[config.mk]
export PLATFORM = sky130hd
export DESIGN_NAME = refpulse_toggle_acc
export DESIGN_NICKNAME = d
export VERILOG_FILES = /design/src/rtl/refpulse_toggle_acc.sv
export SDC_FILE = /design/constraint.sdc
export NUM_CORES = 1
export LEC_CHECK = 0
export BUFFER_PORTS_ARGS = -buffer_cell sky130_fd_sc_hd__buf_2
export CORE_MARGIN = 2
export CORE_UTILIZATION = 45
export CTS_CLUSTER_SIZE = 24
export DETAILED_ROUTE_END_ITERATION = 10
export PLACE_DENSITY = 0.8
export SLEW_MARGIN = 20
export SYNTH_ARGS = -nofsm -noshare
export SYNTH_HDL_FRONTEND = slang
export SYNTH_SLANG_ARGS = --single-unit
[constraint.sdc]
create_clock -name clk_i -period 1.9 [get_ports clk_i]
set_input_delay 0.38 -clock clk_i [delete_from_list [all_inputs] [get_ports clk_i]]
set_output_delay 0.38 -clock clk_i [all_outputs]
set_load 0.1 [all_outputs]
[src/rtl/refpulse_toggle_acc.sv]
module refpulse_toggle_acc #(
  parameter int PHASE_W = 8
) (
  input  logic               clk_i,
  input  logic               rst_ni,
  input  logic               clear_i,
  input  logic               load_init_i,
  input  logic               acc_i,
  input  logic [PHASE_W-1:0] phase_i,
  output logic [PHASE_W-1:0] mask_o,
  output logic [PHASE_W-1:0] mask_next_o
);
  logic [PHASE_W-1:0] init_q;
  logic [PHASE_W-1:0] mask_q;

  assign mask_next_o = mask_q | (phase_i ^ init_q);
  assign mask_o      = mask_q;

  always_ff @(posedge clk_i or negedge rst_ni) begin
    if (!rst_ni) begin
      init_q <= '0;
      mask_q <= '0;
    end else begin
      if (load_init_i) init_q <= phase_i;
      if (clear_i)     mask_q <= '0;
      else if (acc_i)  mask_q <= mask_next_o;
    end
  end
endmodule

* Yosys cells after proc, flatten, opt, wreduce, memory -nomap -nowiden
Index checks and enable logic that the tools add are counted.
** Storage, ports and cells
- Register bits :: 16
** Cells by class
- Muxes and demuxes :: 2
- Reductions and logical operators :: 1
- Bitwise operators :: 2
** Operators by type and width (number)
- $mux 8 :: 2
- $or 8x8->8 :: 1
- $xor 8x8->8 :: 1
- $reduce_bool 2->1 :: 1

* Logic depth before layout (Yosys ltp)
- Word-level depth :: 4
- Mapped depth :: 4
- Gate-level depth less buffers :: 2

* Worst setup path after synthesis
Ideal clock, no wire load.
- Path kind :: register to output
- Start :: register mask_q[0] (netlist: mask_o[0])
- End :: output port mask_next_o[0]
- Path slack :: -0.223 ns
- Arrival time :: 1.743 ns
- Stages on the path, launching flop included :: 3
- Required time :: 1.520 ns
- Cells stage by stage :: dfrtp_1 inv_1 nand2_1
** Between the ends
- Longest elaborated chain between the ends :: 1
** RTL lines
- from (decl) :: RTL line 14 : logic [PHASE_W-1:0] mask_q;
- from (signal assigned) :: RTL line 26 : else if (acc_i) mask_q <= mask_next_o;
- $or 8x8->8 :: RTL line 16 : assign mask_next_o = mask_q | (phase_i ^ init_q);
- to (decl) :: RTL line 11 : output logic [PHASE_W-1:0] mask_next_o
Every way passes these cells.

* Worst setup path after layout
- Start :: register init_q[7]
- End :: output port mask_next_o[7]
** Between the ends
- Longest elaborated chain between the ends :: 2
** RTL lines
- from (decl) :: RTL line 13 : logic [PHASE_W-1:0] init_q;
- from (signal assigned) :: RTL line 24 : if (load_init_i) init_q <= phase_i;
- $xor 8x8->8 :: RTL line 16
- $or 8x8->8 :: RTL line 16
Every way passes these cells.

==> results.yml <==
timing:
  rsz0062_at_grt: "false"
  min_period_ns: 1.730
  hold_violations: 0
  clock_skew_ns: 0.003624
  fin_setup_tns_ns: 0
  worst_pin_slew_ns: 0.4871
  drv_slew: 0
  setup_viol: 0
  clock.fmax_mhz: 577.9
  finalCritPeriodShare_pct: 91.07
  slew_headroom_pct: 67.75
yosys:
  synth_area_leader_cell: "dfrtp_1"
  ys_ff_latch: 16
  yosys.cell_types.count: 9
  yosysMostFrequentCell: "dfrtp_1"
  synth_area_sq_um: 762.0
  synth.net_count: 73
  synth.avg_cell_area_sq_um: 12.70
  syn-instance-count: 60
  yosysTopAreaCellShare_pct: 52.55
  seq_area_frac_synth_pct: 52.55
  synth_async_sr_flop_share_pct: 100.0
  ys_warn_count: 0
  synth_area_leaders: "dfrtp_1 (53%), o22ai_2 (13%), mux2_2 (12%)"
  synthFlopType: "dfrtp_1"
  synth_edf_count: 0
floorplanning:
  die-area_sq_um: 2039
  io_pins: 29
  coreArea_sq_um: 1541
  die_h_um: 45.15
  rows: 14
  die_w_um: 45.15
  start_util_pct: 49.43
global_routing:
  grt-ovfl-total: 0
  grt_pass1_wl_mm: 2.014
  antenna_found_initial: 0
  grt_max_degree: 17
  grt_pass1_vias: 487
  grtUsageTotal_pct: 15.00
placement:
  portBuffers: 28
  finalWeightedCongestion: 0.6888
  hpwl_um: 962.9
detailed_routing:
  drt-initial-drc-count: 4
  viasPerCell: 4.934
  drc: 0
  wl_mm: 1.260
  wl_per_cell_um: 11.89
  via_count: 523
  drt-pass1-iter-count: 4
  ant_nets: 0
setup_path:
  rr_startpoint: "init_q[7]$_DFFE_PN0P_"
  required_ns: 1.52
  cp_max_fo: 2
  critPathLaunch: "init_q[7]$_DFFE_PN0P_"
  reg2reg_depth: 2
  start_kind: "flop"
  path_class: "flop to output pin"
  cp-end-kind: "output pin"
  cp.arrival_ns: 1.35
power:
  seqPwrFrac_pct: 33.0
  p_total_w: 0.001201
  p_leak_nw: 0.4678
  combPwrFrac_pct: 48.2
  p_clk_share_pct: 18.8
  power_density_nw_per_um2: 1250
  switching_share_pct: 49.73
  p_int_w: 0.0006039
  ir_drop_uv: 651.8
  p_switching_w: 0.0005974
run:
  drv_cap: 0
clock_tree:
  cts_setup_buffers: 0
  clock_latency_ns: 0.29
  htree_levels: 1
  cts_made_buffers: 3
  cts.path.max_buffers: 2
  cts_tree: "yes"
  cts-root-buf: "clkbuf_4"
  cts_resized: 0
  clkSlewWorstSetupHoldPaths_ns: 0.09
  clock_sinks: 16
finish:
  fillCellCount: 133
  layout.nets: 104
  drive_gt1_share_pct: 63.33
  area_growth_pct: 26.11
  diodes: 0
min_path:
  hold_depth: 2
  hold_path_class: "input pin to flop"
  worstHoldStart: "phase_i[3]"
status:
  status: "complete, no violations"
[final timing paths]
check,endpoint,slack [ns]
setup / recovery,mask_next_o[7],0.17
hold / removal,init_q[3]$_DFFE_PN0P_,0.34
setup reg to reg,mask_o[7]$_DFFE_PN0P_,0.99
hold reg to reg,init_q[2]$_DFFE_PN0P_,0.54
max in group asynchronous,mask_o[2]$_DFFE_PN0P_,1.10
min in group asynchronous,init_q[3]$_DFFE_PN0P_,0.53
[metrics by stage]
stage	cells	worst slack [ns]	hold slack (ns)	utilization [%]	instance area (sq um)
floorplan	60	0.006491	0.08441	-	782.0
global placement	101	0.3822	0.3107	59.33	914.6
detailed placement	101	0.3783	0.3127	59.33	914.6
CTS	106	0.1560	0.3301	62.34	960.9
global route	106	0.1031	0.3277	62.34	960.9
finish	106	0.1697	0.3366	62.34	960.9
[registers in the layout (all words and copies together), names as in the netlist]
name and cells:
init_q 8, mask_o 8
[layout make-up]
cell class	count	area (sq um)	share of cell area (%)
Sequential cell	16	400.4	41.67
Clock buffer	4	36.28	3.776
Multi-Input combinational cell	33	324.1	33.72
Tap cell	16	20.02	2.083
Inverter	8	30.03	3.125
Timing Repair Buffer	29	150.1	15.62
[layer usage]
| layer | GRT usage (%) | wire [um] |
|---|---|---|
| met1 | 17.01 | 501 |
| met2 | 22.29 | 628 |
| met3 | 5.600 | 77 |
| met4 | 12.35 | 52 |
| met5 | 0 | 0 |
[timing repair]
action                     in CTS  in global routing
setup endpoints to repair       0                  0
hold endpoints to repair       16                  0
hold buffers                    1                  0
[layout by cell type (no fill, tap or decap)]
master and count:
clkbuf_4 3, inv_1 8, buf_2 28, xnor2_1 8
dlygate4sd3_1 1, nand2b_4 1, clkbuf_8 1, nand2_2 8
mux2_2 8, dfrtp_1 16, o22ai_2 8
[logic make-up (layout without fill, tap and decap cells)]
group / Yosys count / after routing / synth area share [%]
flip-flops: 16 / 16 / 52.54
buffers and inverters: 11 / 41 / 7.553
AND/OR/NAND/NOR: 9 / 9 / 5.747
AO/OA/AOI/OAI: 8 / 8 / 13.14
XOR/XNOR: 8 / 8 / 9.196
multiplexers: 8 / 8 / 11.82
[critical path, stage by stage (launching register included)]
cell     delay (ns)
dfrtp_1        0.39
xnor2_1        0.17
nand2_2        0.08
buf_2          0.41
[power groups by stage]
stage | registers (W) | clock network, W | logic [W]
after floorplan | 0.000550 | 0 | 0.000356
after global placement | 0.000402 | 0 | 0.000576
after detailed placement | 0.000405 | 0 | 0.000581
after CTS | 0.000398 | 0.000236 | 0.000583
after global routing | 0.000401 | 0.000250 | 0.000600
final | 0.000397 | 0.000226 | 0.000579
Power figures use the tool's default switching activity.
